## config.mk

```make
export PLATFORM = sky130hd
export DESIGN_NAME = toll_gate_ctrl
export DESIGN_NICKNAME = d
export VERILOG_FILES = /design/src/rtl/toll_pkg.sv /design/src/rtl/balance_store.sv /design/src/rtl/lane_timer.sv /design/src/rtl/lane_fsm.sv /design/src/rtl/toll_gate_ctrl.sv
export SDC_FILE = /design/constraint.sdc
export NUM_CORES = 1
export LEC_CHECK = 0
export BUFFER_PORTS_ARGS = -buffer_cell sky130_fd_sc_hd__buf_2
export CELL_PAD_IN_SITES_DETAIL_PLACEMENT = 0
export CELL_PAD_IN_SITES_GLOBAL_PLACEMENT = 2
export CORE_ASPECT_RATIO = 0.5
export CORE_UTILIZATION = 30
export DETAILED_ROUTE_END_ITERATION = 10
export PLACE_DENSITY = 0.58
export SLEW_MARGIN = 10
export SYNTH_ARGS = -nofsm -noshare
export SYNTH_HDL_FRONTEND = slang
export SYNTH_SLANG_ARGS = --single-unit
```

## constraint.sdc

```tcl
create_clock -name clk -period 11.3 [get_ports clk]
set_input_delay 1.13 -clock clk [delete_from_list [all_inputs] [get_ports clk]]
set_output_delay 1.13 -clock clk [all_outputs]
set_load 0.05 [all_outputs]
```

## src/rtl/toll_pkg.sv

```systemverilog
package toll_pkg;

    typedef enum logic [2:0] {
        ST_WAIT   = 3'd0,
        ST_TAG    = 3'd1,
        ST_VERIFY = 3'd2,
        ST_DEBIT  = 3'd3,
        ST_RAISE  = 3'd4,
        ST_LOWER  = 3'd5,
        ST_REFUSE = 3'd6
    } lane_st_e;

    // Outcome flags produced by the sequencer, one per cycle.
    typedef struct packed {
        logic gate;
        logic acc;
        logic rej;
    } lane_out_t;

    function automatic lane_out_t decode_out(lane_st_e s);
        lane_out_t o;
        o.gate = (s == ST_RAISE);
        o.acc  = (s == ST_DEBIT);
        o.rej  = (s == ST_REFUSE);
        return o;
    endfunction

endpackage

```

## src/rtl/balance_store.sv

```systemverilog
module balance_store #(
    parameter int ID_W  = 4,
    parameter int BAL_W = 16
) (
    input  logic             clk,
    input  logic             rst,
    input  logic             we,
    input  logic [ID_W-1:0]  waddr,
    input  logic [BAL_W-1:0] wdata,
    input  logic [ID_W-1:0]  raddr,
    output logic [BAL_W-1:0] rdata
);
    localparam int DEPTH = 1 << ID_W;

    logic [BAL_W-1:0] cells [DEPTH];

    always_ff @(posedge clk) begin
        if (rst) begin
            for (int i = 0; i < DEPTH; i++) cells[i] <= '0;
        end else if (we) begin
            cells[waddr] <= wdata;
        end
    end

    assign rdata = cells[raddr];
endmodule

```

## src/rtl/lane_timer.sv

```systemverilog
module lane_timer #(
    parameter int CNT_W = 8
) (
    input  logic             clk,
    input  logic             rst,
    input  logic             clr,
    input  logic             inc,
    output logic [CNT_W-1:0] cnt
);
    always_ff @(posedge clk) begin
        if (rst || clr) cnt <= '0;
        else if (inc)   cnt <= cnt + CNT_W'(1);
    end
endmodule

```

## src/rtl/lane_fsm.sv

```systemverilog
module lane_fsm
    import toll_pkg::*;
#(
    parameter int ID_W   = 4,
    parameter int BAL_W  = 16,
    parameter int HOLD_W = 8,
    parameter int TMO    = 16
) (
    input  logic              clk,
    input  logic              rst,
    input  logic              tag_valid,
    input  logic [ID_W-1:0]   tag_id,
    input  logic              toll_valid,
    input  logic [BAL_W-1:0]  toll_amt,
    input  logic [HOLD_W-1:0] hold_cycles,
    input  logic [BAL_W-1:0]  rd_bal,
    output logic [ID_W-1:0]   acct,
    output logic              wr_en,
    output logic [BAL_W-1:0]  wr_data,
    output logic              idle,
    output lane_out_t         flags,
    output logic              timeout
);
    localparam int TMO_BITS = $clog2(TMO + 1);
    localparam int CNT_W    = ((TMO_BITS > HOLD_W) ? TMO_BITS : HOLD_W) + 1;
    localparam logic [CNT_W-1:0] LAST = CNT_W'(TMO - 1);

    lane_st_e         st, nxt;
    logic [BAL_W-1:0] amt_q;
    logic             tmo_n;
    logic             clr, inc;
    logic [CNT_W-1:0] cnt;
    logic [CNT_W-1:0] hold_eff;

    lane_timer #(.CNT_W(CNT_W)) u_timer (
        .clk(clk), .rst(rst), .clr(clr), .inc(inc), .cnt(cnt)
    );

    assign hold_eff = (hold_cycles == '0) ? CNT_W'(1) : CNT_W'(hold_cycles);

    always_comb begin
        nxt   = st;
        tmo_n = 1'b0;
        clr   = 1'b0;
        inc   = 1'b0;
        unique case (st)
            ST_WAIT: begin
                clr = 1'b1;
                if (tag_valid) nxt = ST_TAG;
            end
            ST_TAG: begin
                if (toll_valid) begin
                    nxt = ST_VERIFY;
                    clr = 1'b1;
                end else if (cnt == LAST) begin
                    nxt   = ST_REFUSE;
                    tmo_n = 1'b1;
                end else begin
                    inc = 1'b1;
                end
            end
            ST_VERIFY: nxt = (rd_bal >= amt_q) ? ST_DEBIT : ST_REFUSE;
            ST_DEBIT: begin
                nxt = ST_RAISE;
                clr = 1'b1;
            end
            ST_RAISE: begin
                if ((cnt + CNT_W'(1)) >= hold_eff) begin
                    nxt = ST_LOWER;
                end else if (cnt == LAST) begin
                    nxt   = ST_LOWER;
                    tmo_n = 1'b1;
                end else begin
                    inc = 1'b1;
                end
            end
            ST_LOWER:  nxt = ST_WAIT;
            ST_REFUSE: nxt = ST_WAIT;
            default:   nxt = ST_WAIT;
        endcase
    end

    always_ff @(posedge clk) begin
        if (rst) begin
            st      <= ST_WAIT;
            acct    <= '0;
            amt_q   <= '0;
            timeout <= 1'b0;
        end else begin
            st      <= nxt;
            timeout <= tmo_n;
            if (st == ST_WAIT && tag_valid) acct  <= tag_id;
            if (st == ST_TAG && toll_valid) amt_q <= toll_amt;
        end
    end

    assign flags   = decode_out(st);
    assign idle    = (st == ST_WAIT);
    assign wr_en   = (st == ST_DEBIT);
    assign wr_data = rd_bal - amt_q;
endmodule

```

## src/rtl/toll_gate_ctrl.sv

```systemverilog
module toll_gate_ctrl
    import toll_pkg::*;
#(
    parameter int ID_W   = 4,
    parameter int BAL_W  = 16,
    parameter int HOLD_W = 8,
    parameter int TMO    = 16
) (
    input  logic              clk,
    input  logic              rst,
    input  logic              tag_valid,
    input  logic [ID_W-1:0]   tag_id,
    input  logic              toll_valid,
    input  logic [BAL_W-1:0]  toll_amt,
    input  logic [HOLD_W-1:0] hold_cycles,
    input  logic              pre_we,
    input  logic [ID_W-1:0]   pre_addr,
    input  logic [BAL_W-1:0]  pre_data,
    output logic              gate_open,
    output logic              accept,
    output logic              reject,
    output logic              timeout,
    output logic [BAL_W-1:0]  new_bal
);
    logic [ID_W-1:0]  acct;
    logic             fsm_we, idle;
    logic [BAL_W-1:0] fsm_wdata, rd_bal;
    lane_out_t        flags;

    logic             mem_we;
    logic [ID_W-1:0]  mem_waddr;
    logic [BAL_W-1:0] mem_wdata;

    lane_fsm #(.ID_W(ID_W), .BAL_W(BAL_W), .HOLD_W(HOLD_W), .TMO(TMO)) u_fsm (
        .clk(clk), .rst(rst),
        .tag_valid(tag_valid), .tag_id(tag_id),
        .toll_valid(toll_valid), .toll_amt(toll_amt),
        .hold_cycles(hold_cycles), .rd_bal(rd_bal),
        .acct(acct), .wr_en(fsm_we), .wr_data(fsm_wdata),
        .idle(idle), .flags(flags), .timeout(timeout)
    );

    assign mem_we    = fsm_we | (pre_we & idle);
    assign mem_waddr = fsm_we ? acct : pre_addr;
    assign mem_wdata = fsm_we ? fsm_wdata : pre_data;

    balance_store #(.ID_W(ID_W), .BAL_W(BAL_W)) u_store (
        .clk(clk), .rst(rst),
        .we(mem_we), .waddr(mem_waddr), .wdata(mem_wdata),
        .raddr(acct), .rdata(rd_bal)
    );

    assign gate_open = flags.gate;
    assign accept    = flags.acc;
    assign reject    = flags.rej;
    assign new_bal   = flags.acc ? fsm_wdata : '0;
endmodule

```

==> results of run 1 <==
## power by group through the flow
stage	sequential (mW)	clock, mW	combinational (mW)
floorplan	1.29	0	0.694
global placement	1.33	0	0.967
detailed placement	1.34	0	0.966
CTS	1.31	1.04	0.970
global route	1.32	1.09	1.05
finish	1.31	1.02	0.963
## state kept, by name, summed over array words and instances (netlist names), named ones only
signal / flops
u_store.cells: 256
u_fsm.amt_q: 16
u_fsm.u_timer.cnt: 9
u_fsm.acct: 4
u_fsm.st: 3
u_fsm.timeout: 1
## area by class of cell
class	count	share of cell area [%]
Multi-Input combinational cell	695	32.2
Sequential cell	293	52.0
Clock buffer	39	4.84
Timing Repair Buffer	113	4.12
Tap cell	627	4.84
Inverter	32	0.741
Clock inverter	15	1.26
## metal layers
layer,up-vias,global-route usage [%],part of all wire [%]
met5,-,0,0
met4,0,3.27,1.4
met3,40,4.82,8.2
met2,303,28.5,45
met1,4841,26.9,46
li1,4188,-,-
## through the flow
stage	instances	setup slack (ns)	hold WS [ns]	utilization, %	area [um^2]
final	1814	4.58	0.456	35.5	16200
after global routing	1814	4.24	0.480	35.5	16200
after global placement	1760	5.12	0.448	33.3	15200
after detailed placement	1760	5.11	0.451	33.3	15200
after floorplan	1092	5.94	0.436	-	14100
after CTS	1814	4.47	0.461	35.5	16200
## worst min-delay path by stage
stage,startpoint,depth (start not counted),to,slack (ns)
2_1_floorplan,u_fsm.amt_q[10]$_SDFFE_PP0P_,2,u_fsm.amt_q[10]$_SDFFE_PP0P_,0.44
3_3_place_gp,u_fsm.amt_q[11]$_SDFFE_PP0P_,2,u_fsm.amt_q[11]$_SDFFE_PP0P_,0.45
3_5_place_dp,u_fsm.amt_q[1]$_SDFFE_PP0P_,2,u_fsm.amt_q[1]$_SDFFE_PP0P_,0.45
4_1_cts,u_fsm.amt_q[14]$_SDFFE_PP0P_,2,u_fsm.amt_q[14]$_SDFFE_PP0P_,0.46
5_1_grt,u_fsm.amt_q[6]$_SDFFE_PP0P_,2,u_fsm.amt_q[6]$_SDFFE_PP0P_,0.48
6_report,u_fsm.amt_q[14]$_SDFFE_PP0P_,2,u_fsm.amt_q[14]$_SDFFE_PP0P_,0.46
## cell usage in the layout, fill, tap and decap left out, types with 20 or more instances in the layout
| master | instances |
|---|---|
| sky130_fd_sc_hd__nand2_1 | 76 |
| sky130_fd_sc_hd__mux4_2 | 80 |
| sky130_fd_sc_hd__clkbuf_16 | 30 |
| sky130_fd_sc_hd__dfxtp_1 | 35 |
| sky130_fd_sc_hd__nand2b_1 | 20 |
| sky130_fd_sc_hd__inv_1 | 31 |
| sky130_fd_sc_hd__a21oi_1 | 44 |
| sky130_fd_sc_hd__buf_4 | 41 |
| sky130_fd_sc_hd__edfxtp_1 | 256 |
| sky130_fd_sc_hd__ha_1 | 25 |
| sky130_fd_sc_hd__buf_2 | 72 |
| sky130_fd_sc_hd__nor2_1 | 254 |
## critical path, stage by stage, from the launching register on
cell and delay (ns):
sky130_fd_sc_hd__dfxtp_4 0.80, sky130_fd_sc_hd__buf_4 0.68, sky130_fd_sc_hd__mux4_2 0.60, sky130_fd_sc_hd__mux4_2 0.52, sky130_fd_sc_hd__ha_1 0.38, sky130_fd_sc_hd__and2_4 0.19, sky130_fd_sc_hd__a221o_1 0.35, sky130_fd_sc_hd__o21ai_1 0.18
sky130_fd_sc_hd__a21oi_1 0.14, sky130_fd_sc_hd__or3_1 0.42, sky130_fd_sc_hd__buf_4 0.24, sky130_fd_sc_hd__nand2_1 0.13, sky130_fd_sc_hd__buf_2 0.27
## cells by family (layout without fill, tap and decap cells)
kind of cell,count (synthesis),after routing
AOI/OAI and AO/OA,134,134
adders and majority gates,26,26
buffers and inverters,104,199
muxes,87,87
xor gates and xnor gates,13,13
and+or+nand+nor,435,435
DFF,293,293
==> run metrics, run 1 <==
outcome=completed; Post-DRT Antenna Nets=0; final setup skew=0.0286 ns; mean area per synthesized cell=12.9 um^2; actual transition at the worst max-transition pin=1.07 ns; area enclosed by the die boundary=47800 um^2; maximum number of pins on one net before global-route repair=54; antenna diode count=0; Post-route DRC=0; HPWL reported at the end of detailed placement=28800 um; Setup crit start kind=flop; dominant combinational cell family by area after synthesis=simple AND/OR/NAND/NOR gates; VDD IR max=0.121 mV; ratio of routed vias to standard cells=5.17; leading post-synthesis cells by instance count=sky130_fd_sc_hd__edfxtp_1 (256), sky130_fd_sc_hd__nor2_1 (254), sky130_fd_sc_hd__mux4_2 (80), sky130_fd_sc_hd__nand2_1 (76); Synth area leader=sky130_fd_sc_hd__edfxtp_1; count of buffers from port buffering=72; total power draw=3.29 mW; clock tree from TritonCTS=yes; number of core rows=55; combinational power share=29.2%; wire per inst=24.2 um; number of standard cells after synthesis=1092; first-pass GRT wire length=63800 um; WL final=44000 um; total negative setup slack=0 ns; number of cells on the worst reg-to-reg path=10; Max Buffers Root-to-Sink=3; Post-synth EDFFs=256; placeable core area=45700 um^2; number of buffers inserted for hold repair after clock tree synthesis=0; Die Span X=308 um; Top Ports=73; Unique masters post-synth=72; capture point of the critical path=new_bal[11]; Max-cap violations=0; largest cells by area after synthesis=sky130_fd_sc_hd__edfxtp_1 (55%), sky130_fd_sc_hd__mux4_2 (13%), sky130_fd_sc_hd__nor2_1 (6.8%); clock group share of total power=31.0%; PwrDens=203 nW/um^2; fraction of the cycle the final worst path needs=59.4%; critical path endpoint category=output port; switching share of total power=33.3%; share of synthesized cell area in and, or, nand and nor gates=13.6%; H-tree depth reported by CTS=1; growth of design area from synthesis to finish=15.2%; count leader, synth=sky130_fd_sc_hd__edfxtp_1; ratio of cells with drive above 1 in the final layout=22.8%; part of the total power dissipated in sequential elements=39.8%; Crit Path Class=flop to output port; count of buffers added by post-CTS timing repair for setup=0; Final GP Congestion=0.789; vertical extent of the die=155 um; slack of the worst reg-to-reg path=5.72 ns; fmax=0.149 GHz; clock net sink count=293; portion of netlist area occupied by mux cells=13.3%; count of filler cells inserted in the layout=4485; number of gates resized after CTS=0; Root Driver=sky130_fd_sc_hd__clkbuf_16; xor/xnor share of the synthesized area=0.809%; share of Yosys cell area claimed by the top area cell type=54.6%; vias after detailed routing=9372; Layout Nets=1244; Relative slew margins=27.1%; number of search-and-repair iterations in the first detailed-routing pass=5; leading register cell type out of synthesis=sky130_fd_sc_hd__edfxtp_1; peak fanout along the critical path=33; terminus of the critical flop-to-flop path=u_store.cells[12][14]$_SDFFCE_PN0P_; fraction of the yosys area taken by sequential cells=59.9%; area of the multi-input gates=5220 um^2; source-to-sink clock delay at the later pin of the worst-skew pair=0.59 ns; Async S/R FF share, synth=0%; starting density of the core=30.8%; net count after synthesis=1171; share of the synthesized area in compound gates (AO/OA/AOI/OAI)=6.81%; number of storage elements in the synthesis netlist=293; overall global routing resource usage=18.7%; Netlist Area Pre-Place=14100 um^2; hold crit path type=flop to flop; final hold vios=0; standby leakage power=5.75 nW; clock-pin slew on the worst setup and hold paths=0.06 ns; count of routing violations after the opening detailed-route iteration=847; worst endpoint required time=10.17 ns; storage element area=8430 um^2; total congestion overflow after global routing=0; final setup violation count=0; number of global-route vias before repair=9224; Final min period=6.72 ns; unrepaired setup endpoints after global routing=no; adder and majority cell fraction of the synthesized area=2.37%; TritonCTS Buffers=30; count of final max-slew check failures=0; signal arrival time at the worst endpoint=5.59 ns; Cell Int Power=2.20 mW; number of antenna violations at the first check in global routing=1; total number of yosys warnings=0; net switching power figure=1.10 mW
Note: power is estimated with default switching activity, not from simulation.
==> run 2: changes to the inputs <==
--- a/config.mk
+++ b/config.mk
@@ -5,13 +5,14 @@
 export SDC_FILE = /design/constraint.sdc
 export NUM_CORES = 1
 export LEC_CHECK = 0
+export ABC_AREA = 1
 export BUFFER_PORTS_ARGS = -buffer_cell sky130_fd_sc_hd__buf_2
 export CELL_PAD_IN_SITES_DETAIL_PLACEMENT = 0
 export CELL_PAD_IN_SITES_GLOBAL_PLACEMENT = 2
 export CORE_ASPECT_RATIO = 0.5
 export CORE_UTILIZATION = 30
 export DETAILED_ROUTE_END_ITERATION = 10
-export PLACE_DENSITY = 0.58
+export PLACE_DENSITY = 0.62
 export SLEW_MARGIN = 10
 export SYNTH_ARGS = -nofsm -noshare
 export SYNTH_HDL_FRONTEND = slang
==> constraint.sdc (replaced) <==
create_clock -name clk -period 6.37 [get_ports clk]
set_input_delay 0.637 -clock clk [delete_from_list [all_inputs] [get_ports clk]]
set_output_delay 0.637 -clock clk [all_outputs]
set_load 0.05 [all_outputs]
==> run metrics, run 2 <==
slack of the worst reg-to-reg path=1.68 ns; number of core rows=56; leading register cell type out of synthesis=sky130_fd_sc_hd__edfxtp_1; wire per inst=22.2 um; VDD IR max=0.206 mV; Post-Layout Inst Area=16400 um^2; share of synthesized cell area in and, or, nand and nor gates=14.0%; Root Driver=sky130_fd_sc_hd__clkbuf_16; total power draw=6.28 mW; Worst path most repeated cell=sky130_fd_sc_hd__nand2_1; vertical extent of the die=157 um; unrepaired setup endpoints after global routing=no; growth of design area from synthesis to finish=13.2%; share of the synthesized area in compound gates (AO/OA/AOI/OAI)=13.8%; number of storage elements in the synthesis netlist=293; maximum number of pins on one net before global-route repair=65; final core utilization=34.7%; portion of netlist area occupied by mux cells=4.42%; PwrDens=383 nW/um^2; dominant combinational cell family by area after synthesis=simple AND/OR/NAND/NOR gates; fraction of the cycle the final worst path needs=83.5%; signal arrival time at the worst endpoint=4.68 ns; number of buffers inserted for hold repair after clock tree synthesis=0; leading post-synthesis cells by instance count=sky130_fd_sc_hd__edfxtp_1 (256), sky130_fd_sc_hd__nor2_1 (256), sky130_fd_sc_hd__a21oi_1 (164), sky130_fd_sc_hd__inv_1 (148), sky130_fd_sc_hd__nand2_1 (137); net count after synthesis=1559; met2 routed wirelength=21800 um; Post-synth EDFFs=256; number of placed instances with taps included=2118; final hold vios=0; count of buffers from port buffering=72; Post-DRT Antenna Nets=0; starting density of the core=30.7%; overall global routing resource usage=19.5%; area post-placement=15400 um^2; final setup violation count=0; highest metal layer used by the detailed router=met4; Crit Path Class=flop to output port; final critical-path setup slack=1.05 ns; TritonCTS Buffers=29; count of final max-slew check failures=0; vias after detailed routing=11000; worst endpoint required time=5.73 ns; Layout Nets=1590; number of search-and-repair iterations in the first detailed-routing pass=5; Synth area leader=sky130_fd_sc_hd__edfxtp_1; hold crit path type=input pin to flop; mean area per synthesized cell=9.79 um^2; number of antenna violations at the first check in global routing=0; peak fanout along the critical path=64; count of routing violations after the opening detailed-route iteration=888; total negative setup slack=0 ns; number of standard cells after synthesis=1480; Max Buffers Root-to-Sink=3; clock net sink count=293; number of global-route vias before repair=10700; actual transition at the worst max-transition pin=1.07 ns; fraction of the yosys area taken by sequential cells=58.2%; largest registers ranked by flip-flop count=u_store.cells (256), u_fsm.amt_q (16), u_fsm.u_timer.cnt (9); placeable core area=47200 um^2; clock tree from TritonCTS=yes; fmax=0.188 GHz; standby leakage power=6.34 nW; Async S/R FF share, synth=0%; largest cells by area after synthesis=sky130_fd_sc_hd__edfxtp_1 (53%), sky130_fd_sc_hd__nor2_1 (6.6%), sky130_fd_sc_hd__a21oi_1 (5.7%); list of cells traversed by the critical path=buf_4 > a21oi_1 > o21ai_0 > o21ai_0 > o211ai_1 > nand2_1 > ha_1 > nand2_1 > nor2_1 > nand3_1 > nand3_1 > nand2_1 > nand2_1 > nor2_1 > nor2_1 > nand2_1 > inv_1 > buf_2; antenna diode count=0; xor/xnor share of the synthesized area=0.363%; outcome=completed; final-layout worst hold slack=0.291 ns; area enclosed by the die boundary=49200 um^2; source-to-sink clock delay at the later pin of the worst-skew pair=0.58 ns; total congestion overflow after global routing=0; Die Span X=313 um; detailed-route wire length on metal 1=23200 um; crit path max-delay cell type=sky130_fd_sc_hd__buf_4; total number of yosys warnings=0; count of buffers added by post-CTS timing repair for setup=0; Final min period=5.32 ns; Setup crit start kind=flop; number of flip-flops in the largest register=256; adder and majority cell fraction of the synthesized area=2.30%; ratio of routed vias to standard cells=5.05; final setup skew=0.0168 ns; clock-pin slew on the worst setup and hold paths=0.07 ns; HPWL reported at the end of detailed placement=32000 um; Detail Route met3 WL=2460 um; critical path endpoint category=output port; share of Yosys cell area claimed by the top area cell type=53.0%; Top Ports=73; H-tree depth reported by CTS=1; number of standard cells in the final layout excluding fillers=2172; first-pass GRT wire length=70500 um; biggest cell delay along the critical path=0.66 ns; pre-CTS WS=1.61 ns; WL final=48200 um; most used cells in the layout excluding fill and tap cells=sky130_fd_sc_hd__nor2_1 (256), sky130_fd_sc_hd__edfxtp_1 (256), sky130_fd_sc_hd__a21oi_1 (164); Netlist Area Pre-Place=14500 um^2; number of gates resized after CTS=0; register containing the most flip-flops in the final layout=u_store.cells; Max-cap violations=0; Post-route DRC=0; Relative slew margins=28.6%; count of filler cells inserted in the layout=4885; Final GP Congestion=0.848; Unique masters post-synth=45; ratio of cells with drive above 1 in the final layout=11.3%
-- run 2: changes by cell type in the layout (fill, tap and decap cells not counted), moves of 20 or more --
cell | previous run | this run
sky130_fd_sc_hd__nand2_1 | 76 | 137
sky130_fd_sc_hd__o21ai_0 | 14 | 117
sky130_fd_sc_hd__buf_4 | 41 | 15
sky130_fd_sc_hd__nand3_1 | 12 | 43
sky130_fd_sc_hd__o211ai_1 | 4 | 66
sky130_fd_sc_hd__mux2i_1 | 6 | 64
sky130_fd_sc_hd__a21oi_1 | 44 | 164
sky130_fd_sc_hd__inv_1 | 31 | 148
sky130_fd_sc_hd__nand2b_1 | 20 | 0
sky130_fd_sc_hd__mux4_2 | 80 | 0
-- run 2: path summary, 6_finish.rpt --
check / startpoint / endpoint / cells past startpoint
setup / recovery: flop / new_bal[11] / 18
hold / removal: toll_amt[0] / u_fsm.amt_q[0]$_SDFFE_PP0P_ / 3
setup reg to reg: flop / u_store.cells[12][10]$_SDFFCE_PN0P_ / 18
hold reg to reg: u_fsm.amt_q[5]$_SDFFE_PP0P_ / u_fsm.amt_q[5]$_SDFFE_PP0P_ / 2
-- run 2: cells by family after synthesis --
| logic type | after synthesis |
|---|---|
| compound gates | 358 |
| xor+xnor | 6 |
| fa+ha+maj | 26 |
| buf+inv | 249 |
| flops | 293 |
| mux | 64 |
| simple gates | 484 |
-- run 2: final cells by class --
| class | count | area [um^2] | area share, % |
|---|---|---|---|
| Clock buffer | 33 | 741 | 4.51 |
| Timing Repair Buffer | 90 | 533 | 3.25 |
| Multi-Input combinational cell | 938 | 5060 | 30.8 |
| Inverter | 159 | 599 | 3.65 |
| Clock inverter | 21 | 246 | 1.50 |
| Tap cell | 638 | 798 | 4.87 |
| Sequential cell | 293 | 8430 | 51.4 |
-- run 2: critical path, delay by kind of cell (launching register included) --
kind                       cells  cell delay [ns]
and+or+nand+nor               10             1.28
buffers and inverters          3             1.13
AOI/OAI and AO/OA              4             0.86
adders and majority gates      1             0.43
DFF                            1             0.33
-- run 2: layer usage --
layer  up-vias  track usage (%)
li1       5171                -
met1      5523             27.7
met2       234             31.7
met3        42             3.02
met4         0             3.04
met5         -                0
-- run 2: report_power, final --
part           leakage, nW  internal [mW]  switching, mW
Combinational         2.90          0.624           1.49
Sequential            2.95           2.24         0.0831
Clock                0.490           1.04          0.796
Total                 6.34           3.90           2.37
==> run 3: changes to the inputs <==
==> constraint.sdc (replaced) <==
create_clock -name clk -period 5.6 [get_ports clk]
set_input_delay 0.56 -clock clk [delete_from_list [all_inputs] [get_ports clk]]
set_output_delay 0.56 -clock clk [all_outputs]
set_load 0.05 [all_outputs]
==> run metrics, run 3 (synthesized netlist as in run 2, its figures left out) <==
kind of cell adding the most delay to the critical path=compound AO/OA/AOI/OAI gates; TritonCTS Buffers=30; hold crit path type=input pin to flop; final setup violation count=0; number of flip-flops in the largest register=256; end point of the worst hold path=u_fsm.amt_q[0]$_SDFFE_PP0P_; Die Span X=313 um; vias after detailed routing=10900; number of gates resized after CTS=0; list of cells traversed by the critical path=buf_12 > buf_12 > a21oi_1 > o21ai_0 > o21ai_0 > o211ai_1 > nand2_1 > ha_1 > a21oi_1 > o21ai_0 > nand2_1 > nand3_1 > nand2_1 > nand2_1 > nor2_1 > nor2_1 > nand2_1 > inv_1 > buf_2; clock net sink count=293; number of cells on the worst reg-to-reg path=17; number of search-and-repair iterations in the first detailed-routing pass=5; Root Driver=sky130_fd_sc_hd__clkbuf_16; Post-route DRC=0; Worst path most repeated cell=sky130_fd_sc_hd__nand2_1; count of final max-slew check failures=0; fmax=0.193 GHz; Setup crit start kind=flop; outcome=completed; number of buffers inserted for hold repair after clock tree synthesis=0; worst endpoint required time=5.04 ns; Crit Path Class=flop to output port; number of core rows=56; starting density of the core=30.7%; area enclosed by the die boundary=49200 um^2; ratio of routed vias to standard cells=5.02; antenna diode count=0; placeable core area=47200 um^2; final setup skew=0.0171 ns; most used cells in the layout excluding fill and tap cells=sky130_fd_sc_hd__nor2_1 (256), sky130_fd_sc_hd__edfxtp_1 (256), sky130_fd_sc_hd__a21oi_1 (164); wire per inst=22.5 um; final hold vios=0; PwrDens=425 nW/um^2; worst path bufs/invs=4; unrepaired setup endpoints after global routing=no; met3 track demand over resource in global routing=3.43%; peak fanout along the critical path=31; critical path endpoint category=output port; worst hold stages=3; standby leakage power=6.34 nW; count of filler cells inserted in the layout=4919; clock tree from TritonCTS=yes; count of buffers from port buffering=72; source-to-sink clock delay at the later pin of the worst-skew pair=0.59 ns; actual transition at the worst max-transition pin=1.10 ns; slack of the worst reg-to-reg path=1.07 ns; number of antenna violations at the first check in global routing=1; first-pass GRT wire length=70600 um; HPWL reported at the end of detailed placement=31500 um; Relative slew margins=26.4%; Post-DRT Antenna Nets=0; count of routing violations after the opening detailed-route iteration=989; VDD IR max=0.238 mV; maximum number of pins on one net before global-route repair=65; final-layout worst hold slack=0.193 ns; vertical extent of the die=157 um; biggest cell delay along the critical path=0.72 ns; WL final=49100 um; register containing the most flip-flops in the final layout=u_store.cells; global routing's busiest layer=met2; met1 GRT Util=28.0%; total congestion overflow after global routing=0; Final min period=5.19 ns; fraction of the cycle the final worst path needs=92.6%; Layout Nets=1600; growth of design area from synthesis to finish=13.3%; signal arrival time at the worst endpoint=4.63 ns; Final GP Congestion=0.828; startpoint of the lowest-slack hold path=toll_amt[0]; crit path max-delay cell type=sky130_fd_sc_hd__dfxtp_4; Max-cap violations=0; count of buffers added by post-CTS timing repair for setup=0; Top Ports=73; total negative setup slack=0 ns; largest registers ranked by flip-flop count=u_store.cells (256), u_fsm.amt_q (16), u_fsm.u_timer.cnt (9); Max Buffers Root-to-Sink=3; met2 Use GR=31.7%; ratio of cells with drive above 1 in the final layout=11.5%; terminus of the critical flop-to-flop path=u_store.cells[13][9]$_SDFFCE_PN0P_; number of global-route vias before repair=10400; H-tree depth reported by CTS=1; clock-pin slew on the worst setup and hold paths=0.07 ns; overall global routing resource usage=19.6%
## run 3: cell count changes in the layout (fill, tap and decap cells not counted)
cell / before / now
sky130_fd_sc_hd__inv_16: 1 / 0
sky130_fd_sc_hd__clkinv_2: 8 / 6
sky130_fd_sc_hd__bufinv_16: 5 / 0
sky130_fd_sc_hd__clkbuf_16: 29 / 31
sky130_fd_sc_hd__clkbuf_1: 4 / 12
sky130_fd_sc_hd__clkbuf_8: 0 / 1
sky130_fd_sc_hd__clkinvlp_4: 0 / 1
sky130_fd_sc_hd__buf_12: 3 / 6
sky130_fd_sc_hd__clkinv_1: 6 / 2
sky130_fd_sc_hd__buf_4: 15 / 21
sky130_fd_sc_hd__clkinv_4: 1 / 0
sky130_fd_sc_hd__clkinv_8: 0 / 1
sky130_fd_sc_hd__inv_6: 1 / 0
## run 3: area by class of cell
type | count | area, um^2 | share of cell area, %
Sequential cell | 293 | 8430 | 51.4
Multi-Input combinational cell | 938 | 5060 | 30.8
Tap cell | 638 | 798 | 4.86
Clock inverter | 9 | 57.6 | 0.351
Inverter | 159 | 599 | 3.65
Timing Repair Buffer | 99 | 638 | 3.89
Clock buffer | 44 | 835 | 5.08
## run 3: tightest hold or removal path, delay by kind of cell
family        cells  cell delay (ns)
simple gates      2             0.11
buf+inv           1             0.08
## run 3: metal layers
metal,share of wire [%],wire (um),vias up
li1,-,-,5182
met1,48,23600,5431
met2,45,22100,275
met3,5.5,2720,48
met4,1.3,633,2
met5,0.026,13,-
## run 3: how the worst max path moves through the flow
| stage | from | to | slack (ns) | cells past startpoint |
|---|---|---|---|---|
| 6_report | flop | new_bal[11] | 0.41 | 19 |
| 5_1_grt | flop | new_bal[11] | 0.08 | 19 |
| 4_1_cts | flop | new_bal[11] | 0.22 | 18 |
| 3_5_place_dp | flop | new_bal[11] | 0.86 | 18 |
| 3_3_place_gp | flop | new_bal[11] | 0.90 | 18 |
| 2_1_floorplan | flop | new_bal[14] | 1.76 | 21 |
## run 3: per-stage QoR
step / instances / setup WS, ns / total power, mW / utilization [%] / cell area, um^2
2_1_floorplan: 1480 / 1.76 / 4.28 / - / 14500
3_3_place_gp: 2126 / 0.898 / 5.12 / 32.8 / 15500
3_5_place_dp: 2126 / 0.859 / 5.10 / 32.8 / 15500
4_1_cts: 2179 / 0.225 / 7.01 / 34.7 / 16400
5_1_grt: 2180 / 0.0770 / 7.38 / 34.8 / 16400
6_report: 2180 / 0.414 / 6.99 / 34.8 / 16400
## run 3: where the power goes
part           total [mW]  switching, mW  internal, mW
clock network        1.92          0.888          1.03
registers            2.63         0.0836          2.54
logic                2.44           1.71         0.732
total                6.99           2.68          4.31
